[src/rtl/stat_pkg.sv]
package stat_pkg;
  localparam int REG_W = 16;
  localparam int PTR_W = 3;
  localparam int DP_W  = 9;
  localparam int PM_W  = 2;
  localparam int SEL_W = 3;

  localparam int PTR_LSB = REG_W - PTR_W;

  localparam logic [REG_W-1:0] ST0_RSV = 16'h0400;
  localparam logic [REG_W-1:0] ST1_RSV = 16'h01EC;

  typedef enum logic [SEL_W-1:0] {
    BIT_INTM = 3'd0,
    BIT_OVM  = 3'd1,
    BIT_CNF  = 3'd2,
    BIT_SXM  = 3'd3,
    BIT_TC   = 3'd4,
    BIT_C    = 3'd5,
    BIT_XF   = 3'd6,
    BIT_NONE = 3'd7
  } bit_sel_e;
endpackage

[src/rtl/ptr_unit.sv]
module ptr_unit
  import stat_pkg::*;
(
  input  logic             clk_i,
  input  logic             rst_ni,
  input  logic             ld0_i,
  input  logic             ld1_i,
  input  logic [PTR_W-1:0] ld_ptr_i,
  input  logic             upd_i,
  input  logic [PTR_W-1:0] upd_val_i,
  output logic [PTR_W-1:0] arp_o,
  output logic [PTR_W-1:0] arb_o
);
  always_ff @(posedge clk_i or negedge rst_ni) begin
    if (!rst_ni) begin
      arp_o <= '0;
      arb_o <= '0;
    end else if (ld1_i) begin
      arb_o <= ld_ptr_i;
      arp_o <= ld_ptr_i;
    end else if (ld0_i) begin
      arp_o <= ld_ptr_i;  // no save into buffer
    end else if (upd_i) begin
      arb_o <= arp_o;
      arp_o <= upd_val_i;
    end
  end

  p_ptr_save_r4: assert property (@(posedge clk_i) disable iff (!rst_ni)
    (upd_i && !ld0_i && !ld1_i) |=> (arb_o == $past(arp_o) && arp_o == $past(upd_val_i)));
  p_ld1_copy_r6: assert property (@(posedge clk_i) disable iff (!rst_ni)
    ld1_i |=> (arp_o == arb_o && arp_o == $past(ld_ptr_i)));
  p_ld0_keep_buf_r5: assert property (@(posedge clk_i) disable iff (!rst_ni)
    (ld0_i && !ld1_i) |=> $stable(arb_o));
endmodule

[src/rtl/st0_fields.sv]
module st0_fields
  import stat_pkg::*;
(
  input  logic            clk_i,
  input  logic            rst_ni,
  input  logic            ld_i,
  input  logic            ld_ov_i,
  input  logic            ld_ovm_i,
  input  logic [DP_W-1:0] ld_dp_i,
  input  logic            bit_en_i,
  input  bit_sel_e        bit_sel_i,
  input  logic            bit_val_i,
  input  logic            ov_we_i,
  input  logic            ov_i,
  output logic            ov_o,
  output logic            ovm_o,
  output logic            intm_o,
  output logic [DP_W-1:0] dp_o
);
  logic hit_intm, hit_ovm;
  assign hit_intm = bit_en_i && (bit_sel_i == BIT_INTM);
  assign hit_ovm  = bit_en_i && (bit_sel_i == BIT_OVM);

  always_ff @(posedge clk_i or negedge rst_ni) begin
    if (!rst_ni) begin
      ov_o   <= 1'b0;
      ovm_o  <= 1'b0;
      intm_o <= 1'b1;
      dp_o   <= '0;
    end else begin
      if (ld_i) begin
        ov_o  <= ld_ov_i;
        ovm_o <= ld_ovm_i;
        dp_o  <= ld_dp_i;
      end else begin
        if (hit_ovm) ovm_o <= bit_val_i;
        if (ov_we_i) ov_o  <= ov_i;
      end
      if (hit_intm) intm_o <= bit_val_i;  // mask is written only here
    end
  end

  p_intm_hold_r5: assert property (@(posedge clk_i) disable iff (!rst_ni)
    (ld_i && !hit_intm) |=> $stable(intm_o));
  p_ld_over_bit_r8: assert property (@(posedge clk_i) disable iff (!rst_ni)
    (ld_i && hit_ovm) |=> (ovm_o == $past(ld_ovm_i)));
  p_ov_flag_r9: assert property (@(posedge clk_i) disable iff (!rst_ni)
    (ov_we_i && !ld_i) |=> (ov_o == $past(ov_i)));
endmodule

[src/rtl/st1_fields.sv]
module st1_fields
  import stat_pkg::*;
(
  input  logic            clk_i,
  input  logic            rst_ni,
  input  logic            ld_i,
  input  logic            ld_cnf_i,
  input  logic            ld_tc_i,
  input  logic            ld_sxm_i,
  input  logic            ld_c_i,
  input  logic            ld_xf_i,
  input  logic [PM_W-1:0] ld_pm_i,
  input  logic            bit_en_i,
  input  bit_sel_e        bit_sel_i,
  input  logic            bit_val_i,
  input  logic            tc_we_i,
  input  logic            tc_i,
  input  logic            c_we_i,
  input  logic            c_i,
  output logic            cnf_o,
  output logic            tc_o,
  output logic            sxm_o,
  output logic            c_o,
  output logic            xf_o,
  output logic [PM_W-1:0] pm_o
);
  logic hit_cnf, hit_tc, hit_sxm, hit_c, hit_xf;
  assign hit_cnf = bit_en_i && (bit_sel_i == BIT_CNF);
  assign hit_tc  = bit_en_i && (bit_sel_i == BIT_TC);
  assign hit_sxm = bit_en_i && (bit_sel_i == BIT_SXM);
  assign hit_c   = bit_en_i && (bit_sel_i == BIT_C);
  assign hit_xf  = bit_en_i && (bit_sel_i == BIT_XF);

  always_ff @(posedge clk_i or negedge rst_ni) begin
    if (!rst_ni) begin
      cnf_o <= 1'b0;
      tc_o  <= 1'b0;
      sxm_o <= 1'b0;
      c_o   <= 1'b0;
      xf_o  <= 1'b0;
      pm_o  <= '0;
    end else if (ld_i) begin
      cnf_o <= ld_cnf_i;
      tc_o  <= ld_tc_i;
      sxm_o <= ld_sxm_i;
      c_o   <= ld_c_i;
      xf_o  <= ld_xf_i;
      pm_o  <= ld_pm_i;
    end else begin
      if (hit_cnf) cnf_o <= bit_val_i;
      if (hit_sxm) sxm_o <= bit_val_i;
      if (hit_xf)  xf_o  <= bit_val_i;
      if (hit_tc)       tc_o <= bit_val_i;
      else if (tc_we_i) tc_o <= tc_i;
      if (hit_c)        c_o  <= bit_val_i;
      else if (c_we_i)  c_o  <= c_i;
    end
  end

  p_bit_over_flag_r8: assert property (@(posedge clk_i) disable iff (!rst_ni)
    (!ld_i && hit_c && c_we_i) |=> (c_o == $past(bit_val_i)));
  p_tc_flag_r9: assert property (@(posedge clk_i) disable iff (!rst_ni)
    (tc_we_i && !ld_i && !hit_tc) |=> (tc_o == $past(tc_i)));
  p_sxm_set_r7: assert property (@(posedge clk_i) disable iff (!rst_ni)
    (hit_sxm && !ld_i) |=> (sxm_o == $past(bit_val_i)));
endmodule

[src/rtl/dsp_status_regs.sv]
module dsp_status_regs
  import stat_pkg::*;
(
  input  logic             clk_i,
  input  logic             rst_ni,
  input  logic             ld_en_i,
  input  logic             ld_sel_i,
  input  logic [REG_W-1:0] ld_data_i,
  input  logic             bit_en_i,
  input  logic [SEL_W-1:0] bit_sel_i,
  input  logic             bit_val_i,
  input  logic             ptr_en_i,
  input  logic [PTR_W-1:0] ptr_val_i,
  input  logic             ov_we_i,
  input  logic             ov_i,
  input  logic             c_we_i,
  input  logic             c_i,
  input  logic             tc_we_i,
  input  logic             tc_i,
  output logic [REG_W-1:0] st0_o,
  output logic [REG_W-1:0] st1_o
);
  logic ld0, ld1;
  bit_sel_e sel;
  logic [PTR_W-1:0] arp, arb;
  logic ov, ovm, intm, cnf, tc, sxm, c, xf;
  logic [DP_W-1:0] dp;
  logic [PM_W-1:0] pm;

  assign ld0 = ld_en_i && !ld_sel_i;
  assign ld1 = ld_en_i &&  ld_sel_i;
  assign sel = bit_sel_e'(bit_sel_i);

  ptr_unit u_ptr (
    .clk_i, .rst_ni,
    .ld0_i(ld0), .ld1_i(ld1),
    .ld_ptr_i(ld_data_i[REG_W-1:PTR_LSB]),
    .upd_i(ptr_en_i), .upd_val_i(ptr_val_i),
    .arp_o(arp), .arb_o(arb)
  );

  st0_fields u_st0 (
    .clk_i, .rst_ni,
    .ld_i(ld0),
    .ld_ov_i(ld_data_i[12]), .ld_ovm_i(ld_data_i[11]),
    .ld_dp_i(ld_data_i[DP_W-1:0]),
    .bit_en_i, .bit_sel_i(sel), .bit_val_i,
    .ov_we_i, .ov_i,
    .ov_o(ov), .ovm_o(ovm), .intm_o(intm), .dp_o(dp)
  );

  st1_fields u_st1 (
    .clk_i, .rst_ni,
    .ld_i(ld1),
    .ld_cnf_i(ld_data_i[12]), .ld_tc_i(ld_data_i[11]),
    .ld_sxm_i(ld_data_i[10]), .ld_c_i(ld_data_i[9]),
    .ld_xf_i(ld_data_i[4]), .ld_pm_i(ld_data_i[PM_W-1:0]),
    .bit_en_i, .bit_sel_i(sel), .bit_val_i,
    .tc_we_i, .tc_i, .c_we_i, .c_i,
    .cnf_o(cnf), .tc_o(tc), .sxm_o(sxm), .c_o(c), .xf_o(xf), .pm_o(pm)
  );

  always_comb begin
    st0_o = ST0_RSV;
    st0_o[REG_W-1:PTR_LSB] = arp;
    st0_o[12]              = ov;
    st0_o[11]              = ovm;
    st0_o[9]               = intm;
    st0_o[DP_W-1:0]        = dp;
  end

  always_comb begin
    st1_o = ST1_RSV;
    st1_o[REG_W-1:PTR_LSB] = arb;
    st1_o[12]              = cnf;
    st1_o[11]              = tc;
    st1_o[10]              = sxm;
    st1_o[9]               = c;
    st1_o[4]               = xf;
    st1_o[PM_W-1:0]        = pm;
  end

  p_xf_clear_r7: assert property (@(posedge clk_i) disable iff (!rst_ni)
    (bit_en_i && sel == BIT_XF && !ld1) |=> (st1_o[4] == $past(bit_val_i)));
  p_rsv1_r3: assert property (@(posedge clk_i) disable iff (!rst_ni)
    ld1 |=> ((st1_o & ST1_RSV) == ST1_RSV));
  p_ptr_ignored_r8: assert property (@(posedge clk_i) disable iff (!rst_ni)
    (ld_en_i && ptr_en_i) |=> (st0_o[REG_W-1:PTR_LSB] == $past(ld_data_i[REG_W-1:PTR_LSB])));
endmodule

[config.mk]
export PLATFORM = sky130hd
export DESIGN_NAME = dsp_status_regs
export DESIGN_NICKNAME = d
export VERILOG_FILES = /design/src/rtl/stat_pkg.sv /design/src/rtl/ptr_unit.sv /design/src/rtl/st0_fields.sv /design/src/rtl/st1_fields.sv /design/src/rtl/dsp_status_regs.sv
export SDC_FILE = /design/constraint.sdc
export NUM_CORES = 1
export LEC_CHECK = 0
export ABC_AREA = 1
export BUFFER_PORTS_ARGS = -buffer_cell sky130_fd_sc_hd__buf_4
export CORE_MARGIN = 5
export CORE_UTILIZATION = 45
export DETAILED_ROUTE_END_ITERATION = 8
export HOLD_SLACK_MARGIN = 0.02
export PLACE_DENSITY_LB_ADDON = 0.05
export SETUP_SLACK_MARGIN = 0.4
export SYNTH_ARGS = -nofsm -noshare
export SYNTH_HDL_FRONTEND = slang
export SYNTH_SLANG_ARGS = --single-unit
[constraint.sdc]
create_clock -name clk_i -period 1.11 [get_ports clk_i]
set_clock_uncertainty 0.15 [all_clocks]
set_input_delay 0.222 -clock clk_i [delete_from_list [all_inputs] [get_ports clk_i]]
set_output_delay 0.222 -clock clk_i [all_outputs]
set_load 0.05 [all_outputs]
==> results.ini, run 1 <==
[run_status]
status=complete, but fails checks
violations=negative hold slack, negative setup slack

[die]
rows=19
coreArea_um2=2781
start_util_pct=47.28
die_x_um=64.06
die-area_um2=4103
die_y_um=64.06
boundaryPins=67

[timing]
layout_setup_ws_ps=-300.1
hold_violations=41
fin_setup_tns_ps=-4784
max_freq_mhz=709.2
finalCritPeriodShare_pct=127.0
maxSlewViolCount=0
setup_viol=26
whs_ps=-384.4
layout_min_cycle_time_ps=1410
rsz0062_at_grt=true

[cells_and_area]
fillers=182
antennaDiodeCount=0
area_growth_pct=71.93
final_util_pct=81.29
final_common_cell=nand2_1
drive_gt1_share_pct=61.98
layout_common_cells=48 x nand2_1, 45 x buf_4, 38 x buf_6
fin_nets=278

[global_routing]
grt.overflow.total=0
grt_max_degree=26
track_usage_pct=17.13
grt_antenna_before_repair=0
grt_pass1_vias=1393
grt_pass1_wl_um=5727

[critical_path]
endpoint_kind=output port
criticalPathCategory=flop to output port
crit_path_top_delay_cell=dfstp_2
required_ps=740
cp.arrival_ps=1040
cp_top_family=flip-flops
slowest_delay_ps=580
cp_cell_sequence=buf_8
startpoint_type=flop
worstPathBufferInverterCount=1
cp_max_fo=2

[placed_design]
portBuffers=59
dp_hpwl_um=2499
place_congestion=0.7787
dp_slack_ps=-56.71

[synthesis]
ys_warn_count=0
ys_ff_latch=25
syn_area_um2=1315
seq_area_frac_synth_pct=47.67
yosysUniqueCellTypes=22
postSynthAreaPerCell_um2=7.970
syn-instance-count=165

[clock_network]
clock_path_buffers=2
cts_tree=done
cts_max_level=1
cts_sinks=25
cts_root_buf=clkbuf_4
path_clk_slew_ps=150
cts_buffers=3
clk_latency_ps=320

[detailed_routing]
wl_per_cell_um=12.89
antenna_left=0
drt-pass1-iter-count=4
drt_iter0_drc=81
viasPerCell=4.912
vias=1341
drcViolationCount=0
wirelength_um=3519

[power_and_ir_drop]
sw_frac_of_total_pct=40.30
p_sw_mw=1.218
p_clk_share_pct=14.4
p_int_mw=1.804
p_comb_share_pct=47.4
p_per_area_nw_per_um2=1336
ir_worst_vdd_mv=1.093
p_leak_nw=1.144
sequentialPowerShare_pct=38.2
p_total_mw=3.022

[job]
cap_violations=0

[hold_path]
hold_path.class=input port to asynchronous set/reset pin

## flip-flops by register name, indices dropped and copies added, names as in the netlist
signal,flops
u_st1.cnf_o,1
u_ptr.arb_o,3
u_st1.c_o,1
u_st1.tc_o,1
u_st0.ov_o,1
u_st0.intm_o,1
u_st1.xf_o,1
u_st0.dp_o,9
u_st0.ovm_o,1
u_st1.pm_o,2
u_st1.sxm_o,1
u_ptr.arp_o,3
## power groups by stage
| stage | clock (mW) | sequential, mW | combinational (mW) |
|---|---|---|---|
| floorplan | 0 | 1.42 | 0.545 |
| finish | 0.434 | 1.16 | 1.43 |
| CTS | 0.457 | 1.15 | 1.33 |
| global placement | 0 | 1.14 | 1.09 |
| detailed placement | 0 | 1.14 | 1.11 |
| global route | 0.481 | 1.17 | 1.52 |
## Yosys cell counts
library cell / n / share of area [%]
a21oi_1: 1 / 0.38
a21oi_2: 1 / 0.67
a31oi_1: 4 / 1.9
buf_2: 1 / 0.38
buf_4: 15 / 8.6
buf_6: 2 / 1.7
conb_1: 1 / 0.29
dfrtp_1: 24 / 46
dfstp_2: 1 / 2.0
inv_1: 10 / 2.9
inv_2: 3 / 0.86
mux2i_1: 1 / 0.76
nand2_1: 57 / 16
nand2_2: 2 / 0.95
nand3_1: 20 / 7.6
nand4_1: 1 / 0.48
nor2_1: 12 / 3.4
nor2_4: 1 / 0.86
nor3_2: 1 / 0.76
o21ai_0: 3 / 1.1
o21ai_2: 3 / 2.0
or2_2: 1 / 0.48
## cells by family (layout without fill, tap and decap cells)
| kind of cell | after synthesis | count (layout) | synth area share [%] |
|---|---|---|---|
| other cells | 1 | 7 | 0.2852 |
| mux | 1 | 1 | 0.7612 |
| buf+inv | 31 | 102 | 14.37 |
| simple gates | 95 | 95 | 30.83 |
| flops | 25 | 25 | 47.67 |
| compound gates | 12 | 12 | 6.089 |
## layout make-up
| class | instances | area (um^2) | area share [%] |
|---|---|---|---|
| timing repair buffer | 85 | 795.8 | 35.20 |
| clock buffer | 3 | 22.52 | 0.9961 |
| clock inverter | 1 | 8.758 | 0.3874 |
| sequential | 25 | 648.1 | 28.67 |
| inverter | 13 | 77.57 | 3.431 |
| multi-input combinational | 115 | 669.4 | 29.61 |
| tap | 31 | 38.79 | 1.716 |
## worst paths after layout
check | start | endpoint | slack, ps | cells after the start
min in group clk_i | ld_data_i[8] | u_st0.dp_o[8]$_DFFE_PN0P_ | -60 | 3
worst max register to register | u_st0.intm_o$_DFFE_PN1P_ | u_st0.intm_o$_DFFE_PN1P_ | -200 | 6
max in group asynchronous | rst_ni | u_st0.intm_o$_DFFE_PN1P_ | 890 | 1
worst max-delay path | u_st0.intm_o$_DFFE_PN1P_ | st0_o[9] | -300 | 1
worst min-delay path | rst_ni | u_st0.dp_o[8]$_DFFE_PN0P_ | -380 | 1
worst min register to register | u_st0.dp_o[4]$_DFFE_PN0P_ | u_st0.dp_o[4]$_DFFE_PN0P_ | 360 | 2
## layer usage
layer | up-vias | wire [um] | global-route usage, %
li1 | 656 | - | -
met1 | 637 | 1304 | 19.00
met2 | 44 | 1921 | 32.16
met3 | 4 | 254 | 3.503
met4 | 0 | 38 | 5.455
met5 | - | 0 | 0
## metrics by stage
step | instances | cell area (um^2)
floorplan | 171 | 1478
global placement | 251 | 1839
detailed placement | 251 | 1839
CTS | 265 | 2116
global route | 273 | 2261
finish | 273 | 2261
## repair_timing
| item | 4_1_cts | 5_1_grt |
|---|---|---|
| endpoints found under the hold margin | 47 | 44 |
| gates resized for setup | 45 | 22 |
| setup endpoints to repair | 50 | 50 |
| setup buffers | 10 | 8 |
| pin swaps | 7 | 10 |
| gates cloned | 0 | 0 |
Power figures use the tool's default switching activity.
==> run 2, diff against run 1 <==
--- a/config.mk
+++ b/config.mk
@@ -13,6 +13,8 @@
 export HOLD_SLACK_MARGIN = 0.02
 export PLACE_DENSITY_LB_ADDON = 0.05
 export SETUP_SLACK_MARGIN = 0.4
+export SKIP_LAST_GASP = 1
 export SYNTH_ARGS = -nofsm -noshare
 export SYNTH_HDL_FRONTEND = slang
 export SYNTH_SLANG_ARGS = --single-unit
+export TNS_END_PERCENT = 30
==> run 2 against run 1 <==
- the flow still finishes with violations (negative hold slack, negative setup slack)
- non-clock buffer count down 8
- setup slack gained 18 ps
- sequential cell count stayed put
- via count fell by 5.8%
- combinational power shrank 15%
- register-to-register slack better by 250 ps
- first-iteration DRC count increased by 21%
- largest power group unchanged
==> results.ini, run 2 (synthesis results as in run 1) <==
[run_status]
status=complete, but fails checks
violations=negative hold slack, negative setup slack

[detailed_routing]
viasPerCell=4.766  ; -3.0%
dr_wl_met3_um=272  ; +7.1%
routed-wl-met2_um=1581  ; -18%
drt-pass1-iter-count=4  ; unchanged
drt-met1-wl_um=1329  ; +1.9%
wl_per_cell_um=12.15  ; -5.7%
drcViolationCount=0  ; unchanged
vias=1263  ; -5.8%
drt_iter0_drc=98  ; +21%
highest_layer=met4
wirelength_um=3221  ; -8.5%
antenna_left=0  ; unchanged

[placed_design]
place_congestion=0.8100  ; +4.0%
dp_hpwl_um=2506  ; +0.28%
portBuffers=59  ; unchanged

[cells_and_area]
multi_input_area_um2=543.0  ; -19%
seq_area_um2=639.4  ; -1.4%
largest_reg_flops=9  ; unchanged
drive_gt1_share_pct=45.73  ; -16 points
final_common_cell=nand2_1
final_util_pct=71.35  ; -9.9 points
fillers=224  ; +23%
layout_common_cells=57 x nand2_1, 53 x buf_4, 23 x buf_6
top_register=u_st0.dp_o
antennaDiodeCount=0  ; unchanged
fin_nets=270  ; -2.9%
top_regs=u_st0.dp_o x9, u_ptr.arb_o x3, u_ptr.arp_o x3
area_growth_pct=50.90

[die]
start_util_pct=47.28  ; unchanged
boundaryPins=67  ; unchanged
die-area_um2=4103  ; unchanged
coreArea_um2=2781  ; unchanged
die_x_um=64.06  ; unchanged
rows=19  ; unchanged
die_y_um=64.06  ; unchanged

[critical_path]
cp_cell_sequence=buf_8
cp_max_fo=2  ; unchanged
crit_path_top_delay_cell=dfstp_2
r2r-start=u_st0.intm_o$_DFFE_PN1P_
r2r_slack_ps=50  ; +250 ps
criticalPathCategory=flop to output port
reg2reg_to=u_st0.intm_o$_DFFE_PN1P_
rr_worst_depth=3  ; -3
cp_top_family=flip-flops
cp.arrival_ps=1020  ; -20 ps
worstPathBufferInverterCount=1  ; unchanged
cp.depth=1  ; unchanged
required_ps=740  ; about the same
endpoint_kind=output port
slowest_delay_ps=570  ; about the same
startpoint=u_st0.intm_o$_DFFE_PN1P_
startpoint_type=flop

[clock_network]
clock_path_buffers=2  ; unchanged
cts_max_level=1  ; unchanged
cts_root_buf=clkbuf_4
cts_buffers=3  ; unchanged
cts_sinks=25  ; unchanged
clk_latency_ps=310  ; about the same
cts_tree=done
path_clk_slew_ps=140  ; about the same

[timing]
rsz0062_at_grt=true
max_freq_mhz=718.3  ; +1.3%
layout_setup_ws_ps=-282.2  ; +17.88 ps
hold_violations=39  ; -4.9%
fin_setup_tns_ps=-4133  ; +650.5 ps
maxSlewViolCount=0  ; unchanged
layout_min_cycle_time_ps=1392  ; -17.88 ps
setup_viol=25  ; -3.8%
finalCritPeriodShare_pct=125.4  ; -1.6 points
whs_ps=-373.9  ; +10.47 ps

[power_and_ir_drop]
p_total_mw=2.766  ; -8.5%
ir_worst_vdd_mv=1.080  ; -1.2%
p_per_area_nw_per_um2=1394  ; +4.3%
p_leak_nw=1.051  ; -8.2%

[global_routing]
grt_pass1_wl_um=5319  ; -7.1%
grt_max_degree=26  ; unchanged
grt.overflow.total=0  ; unchanged
grt_pass1_vias=1249  ; -10%
track_usage_pct=15.84  ; -1.3 points
grt_antenna_before_repair=0  ; unchanged

[job]
cap_violations=0  ; unchanged

[hold_path]
hold_path.class=input port to asynchronous set/reset pin

run 2: layout make-up:
class                           instances  area share [%]
Timing Repair Buffer                   77           33.86
Clock inverter                          1          0.3783
Inverter                               13           3.090
Multi-Input combinational cell        115           27.36
Sequential cell                        25           32.22
Tap cell                               31           1.955
Clock buffer                            3           1.135
run 2: how the worst max path moves through the flow:
| stage | endpoint | slack (ps) |
|---|---|---|
| 2_1_floorplan | st0_o[9] | 80 |
| 5_1_grt | st0_o[9] | -330 |
| 6_report | st0_o[9] | -280 |
| 3_5_place_dp | u_st0.ovm_o$_DFFE_PN0P_ | -30 |
| 3_3_place_gp | u_st0.ovm_o$_DFFE_PN0P_ | -4 |
| 4_1_cts | st0_o[9] | -300 |
run 2: what timing repair did:
item / 4_1_cts / 5_1_grt
setup endpoints to repair: 50 / 50
setup buffers: 3 / 3
pin swaps: 0 / 0
hold endpoints to repair: 44 / 42
gates resized for setup: 16 / 9
run 2: where the power goes:
group / internal (mW) / switching [mW] / total (mW) / leakage (nW)
combinational: 0.465 / 0.754 / 1.22 / 0.747
clock: 0.137 / 0.271 / 0.408 / 0.0139
sequential: 1.05 / 0.0949 / 1.14 / 0.290
total: 1.65 / 1.12 / 2.77 / 1.05
run 2: routing by layer:
| layer | global-route usage [%] | vias up |
|---|---|---|
| met1 | 20.31 | 573 |
| met2 | 26.01 | 48 |
| met3 | 3.853 | 4 |
| met5 | 0 | - |
| met4 | 5.455 | 0 |
| li1 | - | 638 |
run 2: stage by stage:
stage / area (um^2) / std cells / worst slack [ps] / hold slack (ps)
after floorplan: 1391 / 171 / 77.89 / -223.6
after CTS: 1928 / 262 / -303.0 / -372.4
after global routing: 1984 / 265 / -328.9 / -376.2
after detailed placement: 1815 / 255 / -30.19 / -11.15
after global placement: 1815 / 255 / -4.152 / -11.02
final: 1984 / 265 / -282.2 / -373.9
run 2: worst register-to-register path, cell delays in order, from the launching register on:
cell     delay (ps)
dfstp_2         570
buf_4           100
a21oi_1          30
a31oi_1         140
